## src/rtl/cmd_ring_pkg.sv

```systemverilog
// Package: shared index type and geometry for the command ring pointer manager.
// Assumes the register port addresses 16-bit halves of 32-bit registers.
package cmd_ring_pkg;
    localparam int unsigned RING_REGS = 8;
    localparam int unsigned RING_IDX_W = $clog2(RING_REGS);

    typedef enum logic [RING_IDX_W-1:0] {
        RG_START = 3'd0,
        RG_LIMIT = 3'd1,
        RG_WPTR  = 3'd2,
        RG_RPTR  = 3'd3,
        RG_DIST  = 3'd4,
        RG_BRK   = 3'd5,
        RG_HIWM  = 3'd6,
        RG_LOWM  = 3'd7
    } ring_reg_e;

    // Registers below this index get their low half aligned on write.
    localparam int unsigned ALIGNED_REGS = 6;
endpackage

```

## src/rtl/cmd_ring_half_reg.sv

```systemverilog
// Module: one 32-bit register written as two 16-bit halves, plus a
// full-width hardware load. A software half-write wins over the hardware load.
// Assumes wr_lo and wr_hi are never high together.
module cmd_ring_half_reg #(
    parameter int HALF_W      = 16,
    parameter int BURST_BYTES = 32,
    parameter bit ALIGN_LO    = 1'b1
) (
    input  logic                clk,
    input  logic                rst_n,
    input  logic                wr_lo,
    input  logic                wr_hi,
    input  logic [HALF_W-1:0]   wdata,
    input  logic                hw_load,
    input  logic [2*HALF_W-1:0] hw_val,
    output logic [2*HALF_W-1:0] q
);
    localparam logic [HALF_W-1:0] OFFS_BITS = HALF_W'(BURST_BYTES - 1);
    localparam logic [HALF_W-1:0] LO_MASK   = ALIGN_LO ? ~OFFS_BITS : '1;

    // Register update: reset, half-writes first, then hardware load.
    always_ff @(posedge clk) begin
        if (!rst_n) begin
            q <= '0;
        end else if (wr_lo) begin
            q[HALF_W-1:0] <= wdata & LO_MASK;
        end else if (wr_hi) begin
            q[2*HALF_W-1:HALF_W] <= wdata;
        end else if (hw_load) begin
            q <= hw_val;
        end
    end
endmodule

```

## src/rtl/cmd_ring_step.sv

```systemverilog
// Module: next position of a ring pointer. It reloads the start when the
// pointer is at or past the limit, and otherwise adds one burst.
// Pure combinational logic.
module cmd_ring_step #(
    parameter int PTR_W       = 32,
    parameter int BURST_BYTES = 32
) (
    input  logic [PTR_W-1:0] cur,
    input  logic [PTR_W-1:0] start,
    input  logic [PTR_W-1:0] limit,
    output logic [PTR_W-1:0] nxt
);
    localparam logic [PTR_W-1:0] STEP = PTR_W'(BURST_BYTES);

    // Wrap-or-advance selection.
    always_comb begin
        nxt = (cur >= limit) ? start : cur + STEP;
    end
endmodule

```

## src/rtl/cmd_ring_regs.sv

```systemverilog
// Module: bank of eight half-writable ring registers, with write decode and a
// registered read mux. Unmapped addresses read zero and write nothing.
// Assumes hw_load/hw_val come from the pointer logic in the parent.
module cmd_ring_regs
    import cmd_ring_pkg::*;
#(
    parameter int HALF_W      = 16,
    parameter int ADDR_W      = 5,
    parameter int BURST_BYTES = 32
) (
    input  logic                clk,
    input  logic                rst_n,
    input  logic                reg_en,
    input  logic                reg_we,
    input  logic [ADDR_W-1:0]   reg_addr,
    input  logic [HALF_W-1:0]   reg_wdata,
    output logic [HALF_W-1:0]   reg_rdata,
    output logic                reg_rvalid,
    input  logic [RING_REGS-1:0] hw_load,
    input  logic [2*HALF_W-1:0] hw_val [RING_REGS],
    output logic [2*HALF_W-1:0] q      [RING_REGS]
);
    localparam int PTR_W = 2 * HALF_W;

    logic                  mapped;
    logic [RING_IDX_W-1:0] idx;
    logic                  hi_half;
    logic [RING_REGS-1:0]  wr_lo;
    logic [RING_REGS-1:0]  wr_hi;

    // Address split: half select, register index, unmapped upper bits.
    always_comb begin
        hi_half = reg_addr[0];
        idx     = reg_addr[RING_IDX_W:1];
        mapped  = (reg_addr[ADDR_W-1:RING_IDX_W+1] == '0);
    end

    // Per-register half-write strobes.
    always_comb begin
        for (int i = 0; i < RING_REGS; i++) begin
            wr_lo[i] = reg_en && reg_we && mapped && !hi_half && (idx == RING_IDX_W'(i));
            wr_hi[i] = reg_en && reg_we && mapped &&  hi_half && (idx == RING_IDX_W'(i));
        end
    end

    for (genvar g = 0; g < RING_REGS; g++) begin : g_reg
        cmd_ring_half_reg #(
            .HALF_W     (HALF_W),
            .BURST_BYTES(BURST_BYTES),
            .ALIGN_LO   (g < ALIGNED_REGS)
        ) u_reg (
            .clk    (clk),
            .rst_n  (rst_n),
            .wr_lo  (wr_lo[g]),
            .wr_hi  (wr_hi[g]),
            .wdata  (reg_wdata),
            .hw_load(hw_load[g]),
            .hw_val (hw_val[g]),
            .q      (q[g])
        );
    end

    // Registered read path, with a one-cycle valid.
    always_ff @(posedge clk) begin
        if (!rst_n) begin
            reg_rdata  <= '0;
            reg_rvalid <= 1'b0;
        end else begin
            reg_rvalid <= reg_en && !reg_we;
            if (reg_en && !reg_we) begin
                if (!mapped)      reg_rdata <= '0;
                else if (hi_half) reg_rdata <= q[idx][PTR_W-1:HALF_W];
                else              reg_rdata <= q[idx][HALF_W-1:0];
            end
        end
    end
endmodule

```

## src/rtl/cmd_ring_ptr_mgr.sv

```systemverilog
// Module: top of the command ring pointer manager. It accepts producer bursts
// and consumer steps, moves the write and read pointers around the ring, and
// keeps the fill distance. Assumes one burst or step is 32 bytes by default
// and that the start and limit registers hold aligned addresses.
module cmd_ring_ptr_mgr
    import cmd_ring_pkg::*;
#(
    parameter int HALF_W      = 16,
    parameter int ADDR_W      = 5,
    parameter int BURST_BYTES = 32
) (
    input  logic                clk,
    input  logic                rst_n,
    input  logic                reg_en,
    input  logic                reg_we,
    input  logic [ADDR_W-1:0]   reg_addr,
    input  logic [HALF_W-1:0]   reg_wdata,
    output logic [HALF_W-1:0]   reg_rdata,
    output logic                reg_rvalid,
    input  logic                link_en,
    input  logic                read_en,
    input  logic                burst_valid,
    input  logic                consume_req,
    output logic                consume_ack,
    output logic [2*HALF_W-1:0] base_o,
    output logic [2*HALF_W-1:0] end_o,
    output logic [2*HALF_W-1:0] wr_ptr_o,
    output logic [2*HALF_W-1:0] rd_ptr_o,
    output logic [2*HALF_W-1:0] dist_o,
    output logic [2*HALF_W-1:0] brk_o,
    output logic [2*HALF_W-1:0] hi_wm_o,
    output logic [2*HALF_W-1:0] lo_wm_o
);
    localparam int PTR_W = 2 * HALF_W;
    localparam logic [PTR_W-1:0] STEP = PTR_W'(BURST_BYTES);

    logic [PTR_W-1:0]     q      [RING_REGS];
    logic [PTR_W-1:0]     hw_val [RING_REGS];
    logic [RING_REGS-1:0] hw_load;
    logic [PTR_W-1:0]     wr_next;
    logic [PTR_W-1:0]     rd_next;
    logic                 prod_ok;
    logic                 cons_ok;

    // Acceptance of producer bursts and consumer steps.
    always_comb begin
        prod_ok     = burst_valid && link_en;
        cons_ok     = consume_req && read_en && (q[RG_DIST] != '0);
        consume_ack = cons_ok;
    end

    cmd_ring_step #(.PTR_W(PTR_W), .BURST_BYTES(BURST_BYTES)) u_wr_step (
        .cur  (q[RG_WPTR]),
        .start(q[RG_START]),
        .limit(q[RG_LIMIT]),
        .nxt  (wr_next)
    );

    cmd_ring_step #(.PTR_W(PTR_W), .BURST_BYTES(BURST_BYTES)) u_rd_step (
        .cur  (q[RG_RPTR]),
        .start(q[RG_START]),
        .limit(q[RG_LIMIT]),
        .nxt  (rd_next)
    );

    // Hardware load requests for the pointers and the distance.
    always_comb begin
        for (int i = 0; i < RING_REGS; i++) begin
            hw_val[i] = q[i];
        end
        hw_load          = '0;
        hw_load[RG_WPTR] = prod_ok;
        hw_val[RG_WPTR]  = wr_next;
        hw_load[RG_RPTR] = cons_ok;
        hw_val[RG_RPTR]  = rd_next;
        hw_load[RG_DIST] = prod_ok ^ cons_ok;
        hw_val[RG_DIST]  = prod_ok ? q[RG_DIST] + STEP : q[RG_DIST] - STEP;
    end

    cmd_ring_regs #(
        .HALF_W     (HALF_W),
        .ADDR_W     (ADDR_W),
        .BURST_BYTES(BURST_BYTES)
    ) u_regs (
        .clk       (clk),
        .rst_n     (rst_n),
        .reg_en    (reg_en),
        .reg_we    (reg_we),
        .reg_addr  (reg_addr),
        .reg_wdata (reg_wdata),
        .reg_rdata (reg_rdata),
        .reg_rvalid(reg_rvalid),
        .hw_load   (hw_load),
        .hw_val    (hw_val),
        .q         (q)
    );

    // Export of the register bank to the status and interrupt unit.
    always_comb begin
        base_o   = q[RG_START];
        end_o    = q[RG_LIMIT];
        wr_ptr_o = q[RG_WPTR];
        rd_ptr_o = q[RG_RPTR];
        dist_o   = q[RG_DIST];
        brk_o    = q[RG_BRK];
        hi_wm_o  = q[RG_HIWM];
        lo_wm_o  = q[RG_LOWM];
    end
endmodule

```

## config.mk

```make
export PLATFORM = sky130hd
export DESIGN_NAME = cmd_ring_ptr_mgr
export DESIGN_NICKNAME = d
export VERILOG_FILES = /design/src/rtl/cmd_ring_pkg.sv /design/src/rtl/cmd_ring_half_reg.sv /design/src/rtl/cmd_ring_step.sv /design/src/rtl/cmd_ring_regs.sv /design/src/rtl/cmd_ring_ptr_mgr.sv
export SDC_FILE = /design/constraint.sdc
export NUM_CORES = 1
export LEC_CHECK = 0
export BUFFER_PORTS_ARGS = -buffer_cell sky130_fd_sc_hd__clkbuf_2
export CAP_MARGIN = 20
export CORE_MARGIN = 3
export CORE_UTILIZATION = 35
export DETAILED_ROUTE_END_ITERATION = 7
export GPL_ROUTABILITY_DRIVEN = 0
export PLACE_DENSITY = 0.59
export SLEW_MARGIN = 30
export SYNTH_ARGS = -nofsm -noshare
export SYNTH_HDL_FRONTEND = slang
export SYNTH_SLANG_ARGS = --single-unit
```

## constraint.sdc

```tcl
create_clock -name clk -period 3.4 [get_ports clk]
set_clock_uncertainty 0.05 [all_clocks]
set_input_delay 0.51 -clock clk [delete_from_list [all_inputs] [get_ports clk]]
set_output_delay 0.51 -clock clk [all_outputs]
set_load 0.02 [all_outputs]
```

==> results of run 1 <==
[path summary, 6_finish.rpt]
check                                   start                     endpoint  slack [ns]  cells past startpoint
setup / recovery  u_regs.g_reg[1].u_reg.q[13]  u_regs.g_reg[2].u_reg.q[12]        0.07                     12
hold / removal                          rst_n  u_regs.g_reg[4].u_reg.q[14]        0.36                      3
setup reg to reg  u_regs.g_reg[1].u_reg.q[13]  u_regs.g_reg[2].u_reg.q[12]        0.07                     12
hold reg to reg   u_regs.g_reg[6].u_reg.q[16]  u_regs.g_reg[6].u_reg.q[16]        0.43                      2
[worst max-delay path, cell delays in order, from the launching register on]
cell and delay, ns:
dfxtp_1 0.42, inv_1 0.11, ha_1 0.37, o211ai_1 0.11, nor3_1 0.19, o21ai_1 0.16
a31o_1 0.22, a311o_1 0.38, and2_1 0.35, buf_4 0.26, mux2_4 0.30, a22oi_1 0.22
o21ai_1 0.08
[state kept, by name, indices dropped and copies added, names as in the netlist]
name / flops
u_regs.reg_rvalid: 1
u_regs.g.u_reg.q: 236
u_regs.reg_rdata: 16
[layout make-up]
| type | count | share of cell area |
|---|---|---|
| clock buffers | 45 | 0.0474 |
| repair buffers | 398 | 0.124 |
| inverters | 43 | 0.00880 |
| clock inverters | 7 | 0.00470 |
| multi-input cells | 1371 | 0.508 |
| well taps | 600 | 0.0397 |
| flip-flops and latches | 253 | 0.268 |
| diodes | 1 | 0.000132 |
[through the flow]
stage          hold WS (ns)  utilization  area [um^2]  cells  worst slack, ns
2_1_floorplan         0.396            -        16600   1960            0.168
5_1_grt               0.376        0.411        18900   2717          0.00850
6_report              0.356        0.412        18900   2718           0.0727
3_5_place_dp          0.414        0.390        17900   2665          -0.0132
3_3_place_gp          0.406        0.390        17900   2665           0.0667
4_1_cts               0.338        0.411        18900   2717            0.176
[power by group through the flow]
stage	registers (mW)	clock network, mW	logic (mW)
final	3.23	3.27	2.20
after global placement	3.29	0	2.10
after CTS	3.23	3.31	2.15
after floorplan	3.34	0	1.35
after global routing	3.24	3.42	2.36
after detailed placement	3.29	0	2.14
[placed cells by master, fill, tap and decap left out, types with 12 or more instances in the layout]
master,Yosys,layout
nand3_1,38,38
conb_1,1,20
o21ai_0,94,93
a22oi_1,26,26
mux2i_1,96,96
nand2_1,248,246
nor4_1,13,12
xor2_1,17,17
a311oi_1,12,12
a21o_1,29,29
a21oi_1,139,138
buf_4,167,114
and3_1,24,24
clkbuf_16,0,29
dfxtp_1,253,253
clkbuf_2,0,280
a31oi_1,65,65
nor3_1,38,36
nand4_1,15,15
mux4_2,69,69
xnor2_1,29,29
ha_1,81,81
nor2_1,170,166
inv_1,41,41
and2_1,19,19
[kinds of logic (layout without fill, tap and decap cells)]
kind of cell / count (synthesis) / in the layout
buf+inv: 336 / 493
fa+ha+maj: 82 / 82
flops: 253 / 253
compound gates: 440 / 440
xor+xnor: 46 / 46
other cells: 1 / 21
simple gates: 608 / 608
mux: 175 / 175
[metal layers]
layer,up-vias,wire length (um),track usage
met3,155,7540,0.0742
li1,7103,-,-
met5,-,45,0
met2,918,31000,0.417
met1,7742,28100,0.352
met4,6,2480,0.0839
[what timing repair did]
action,in CTS,in global routing
setup endpoints to repair,0,3
gates resized for setup,0,1
endpoints found under the hold margin,0,0
==> metrics.txt, run 1 <==
vias 15900; gr usage total 0.265; multi-input logic area 9610 um^2; Post-Synth XOR/XNOR Area 0.0244; via/cell ratio 5.86; first-pass GRT wire length 101 mm; Logic pwr share 0.252; DRT Wirelength 69.1 mm; layout cell share with drive strength beyond 1 0.256; Power Internal 5.84 mW; port bufs 282; Detailed Place HPWL 51.2 mm; NumNets Final 2207; Synth top cells by count dfxtp_1, nand2_1, nor2_1, buf_4, a21oi_1; most area-consuming cells after synthesis dfxtp_1, mux4_2, buf_4, ha_1, mux2i_1; Setup TNS 0 ns; sequential share of the synthesized area 0.307; CP required 3.81 ns; Layout area overhead 14.7%; WL/cell 25.4 um; H-tree depth 1; Leakage 7.93 nW; row cnt 78; max-cap violations 0; TritonCTS Buffers 29; clk sinks 253; EDFF count, synth 0; critical path arrival 3.73 ns; vias in the first global route 15000; area share of the largest cell type after synthesis 0.307; Synth Flop Type dfxtp_1; grt total ovfl 0; maximum vdd drop 0.409 mV; CTS tree built; P per Cell Area 460 nW/um^2; largest family of logic cells by synthesized area compound AO/OA/AOI/OAI gates; Synth Area in Compound Gates 0.164; worst hold path type input port to register; cts hold-fix bufs 0; Final Cycle Share 0.979; sw power 2.86 mW; Worst-Margin Slew 0.897 ns; CORE AREA 46000 um^2; final setup violating endpoints 0; # DRC 0; Rel. slew slack 0.401; Synth Cell Area 16500 um^2; Tot Pwr 8.70 mW; Clock Power Share 0.376; Startpoint Class register; CP endpoint kind register; Post-Syn Instances 1941; Die Wd 223 um; max-slew violation count 0; fmax 301 MHz; largest net degree at the start of global routing 98; initial cell density of the core 0.359; router iterations before antenna repair 8; CTS max path bufs 3; initial drt markers 1862; layout filler cell count 4564; initial antenna violation count 7; I/O pins 303; post-synthesis simple-gate area fraction 0.164; post-synthesis area per instance 8.49 um^2; outcome completed; worst skew pair latency 0.57 ns; die area 49700 um^2; min cycle time layout 3.33 ns; largest area contributor in the netlist dfxtp_1; register area 5060 um^2; CP Max Fanout 10; Reg power frac 0.372; post-synthesis mux area share 0.161; final hold vios 0; Post-Synth Adder-Cell Area 0.0627; RSZ-0062 raised after global routing false; synth unique cells 73; flops & latches, synth 253; Die Ht 223 um; Routed Antenna Nets 0; crit path kind register to register; switching share of power 0.329; dominant cell by count in the synthesized netlist dfxtp_1; Yosys Warn Count 0; ys async rst share 0; Clock transition at path regs 0.07 ns; clk root buf clkbuf_16; Setup Buffers After CTS 0
Power figures use the tool's default switching activity.
==> inputs of run 2 (changes only) <==
--- a/config.mk
+++ b/config.mk
@@ -12,6 +12,7 @@
 export DETAILED_ROUTE_END_ITERATION = 7
 export GPL_ROUTABILITY_DRIVEN = 0
 export PLACE_DENSITY = 0.59
+export RECOVER_POWER = 25
 export SLEW_MARGIN = 30
 export SYNTH_ARGS = -nofsm -noshare
 export SYNTH_HDL_FRONTEND = slang
==> constraint.sdc (replaced) <==
create_clock -name clk -period 3.4 [get_ports clk]
set_clock_uncertainty 0.05 [all_clocks]
set_input_delay 0.17 -clock clk [delete_from_list [all_inputs] [get_ports clk]]
set_output_delay 0.17 -clock clk [all_outputs]
set_load 0.02 [all_outputs]
==> metrics.txt, run 2 (synthesis results as in run 1) <==
# resized after CTS 0; TritonCTS Buffers 30; die area 49700 um^2; I/O pins 303; Clock transition at path regs 0.07 ns; final hold vios 0; min cycle time layout 3.25 ns; final worst slack 0.148 ns; Finished Core Util 0.408; CTS max path bufs 3; pre-CTS WS 0.259 ns; Final Cycle Share 0.956; CP endpoint kind register; crit path kind register to register; commonest non-fill, non-tap cell in the layout dfxtp_1; CP required 3.79 ns; initial antenna violation count 6; layout cell share with drive strength beyond 1 0.200; max-slew violation count 56; grt total ovfl 0; DRT Wirelength 69.2 mm; WL/cell 25.6 um; clk sinks 253; router iterations before antenna repair 6; RSZ-0062 raised after global routing false; worst skew pair latency 0.60 ns; RR Startpoint u_regs.g_reg[1].u_reg.q[13]; multi-input logic area 9610 um^2; vias 15900; Worst Reg-to-Reg Cells 12; clk root buf clkbuf_16; Crit Reg-Reg Endpoint u_regs.g_reg[2].u_reg.q[26]; CORE AREA 46000 um^2; number of flip-flops in the largest register 236; flop-to-flop setup slack 0.15 ns; Layout area overhead 13.8%; fmax 308 MHz; failing checks max-capacitance violations, max-slew violations; slowest stage delay, CP 0.47 ns; layout filler cell count 4612; first-pass GRT wire length 100 mm; CP Max Fanout 12; Leakage 7.52 nW; Die Wd 223 um; CP cell instances inv_1 -> ha_1 -> o211ai_1 -> nor3_1 -> o21ai_1 -> a31o_1 -> a311o_1 -> and2_1 -> buf_4 -> mux2_1 -> a22oi_1 -> a21oi_1; Worst-Margin Slew 2.10 ns; Die Ht 223 um; Setup Buffers After CTS 0; Critical Path Start u_regs.g_reg[1].u_reg.q[13]; CTS tree built; Routed Antenna Nets 0; H-tree depth 1; initial drt markers 2085; CP endpoint u_regs.g_reg[2].u_reg.q[26]; initial cell density of the core 0.359; Tot Pwr 8.98 mW; # DRC 0; final setup violating endpoints 0; outcome complete, but fails checks; port bufs 282; most flop-heavy register u_regs.g.u_reg.q; Setup TNS 0 ns; Startpoint Class register; most frequent cells in the layout dfxtp_1, nand2_1, clkbuf_2, nor2_1, a21oi_1; NumNets Final 2192; gr usage total 0.265; P per Cell Area 479 nW/um^2; largest net degree at the start of global routing 96; via/cell ratio 5.86; maximum vdd drop 0.404 mV; Detailed Place HPWL 50.8 mm; vias in the first global route 14900; Rel. slew slack -0.404; Crit-path slowest cell dfxtp_1; cts hold-fix bufs 0; max-cap violations 1; row cnt 78; register area 5060 um^2; worst hold path type input port to register; critical path arrival 3.64 ns; top flop regs u_regs.g.u_reg.q (236), u_regs.reg_rdata (16), u_regs.reg_rvalid (1)
[run 2: cell count changes in the layout (fill, tap and decap cells not counted), sizes merged, moves of 4 or more]
cell	before	now
bufinv	2	6
buf	118	101
clkinvlp	0	5
clkbuf	325	317
clkinv	4	9
[run 2: through the flow]
| step | std cells | hold WS, ns | area (um^2) |
|---|---|---|---|
| detailed placement | 2649 | 0.410 | 17800 |
| floorplan | 1960 | 0.267 | 16600 |
| finish | 2707 | 0.0326 | 18800 |
| global placement | 2649 | 0.407 | 17800 |
| CTS | 2705 | 0.0106 | 18900 |
| global route | 2705 | 0.0148 | 18800 |
[run 2: report_power, final]
group,switching (mW),internal (mW)
Combinational,1.34,0.802
Clock,1.44,2.19
Sequential,0.155,3.06
Total,2.93,6.05
[run 2: final cells by class]
| class | instances | area share |
|---|---|---|
| antenna | 2 | 0.000267 |
| clock buffer | 36 | 0.0439 |
| clock inverter | 20 | 0.0155 |
| inverter | 43 | 0.00860 |
| multi-input combinational | 1371 | 0.512 |
| sequential | 253 | 0.270 |
| tap | 600 | 0.0400 |
| timing repair buffer | 382 | 0.110 |
[run 2: critical path: cells and delay by family, from the launching register on]
family                   cells  cell delay (ns)
multiplexers                 1             0.31
AND/OR/NAND/NOR              2             0.37
flip-flops                   1             0.47
AO/OA/AOI/OAI                6             1.17
buffers and inverters        2             0.34
adder cells (fa/ha/maj)      1             0.36
[run 2: worst min path at each step]
stage          cells past startpoint                     endpoint                         from
2_1_floorplan                      2  u_regs.g_reg[1].u_reg.q[12]                reg_wdata[12]
3_3_place_gp                       2  u_regs.g_reg[6].u_reg.q[25]  u_regs.g_reg[6].u_reg.q[25]
3_5_place_dp                       2  u_regs.g_reg[5].u_reg.q[18]  u_regs.g_reg[5].u_reg.q[18]
4_1_cts                            3  u_regs.g_reg[5].u_reg.q[16]                 reg_wdata[0]
5_1_grt                            3  u_regs.g_reg[5].u_reg.q[16]                 reg_wdata[0]
6_report                           3  u_regs.g_reg[5].u_reg.q[16]                 reg_wdata[0]
[run 2: per-layer routing]
layer / up-vias / part of all wire / track usage
li1: 7075 / - / -
met1: 7638 / 0.39 / 0.343
met2: 968 / 0.45 / 0.417
met3: 166 / 0.12 / 0.0828
met4: 6 / 0.041 / 0.0943
met5: - / 0.00072 / 0
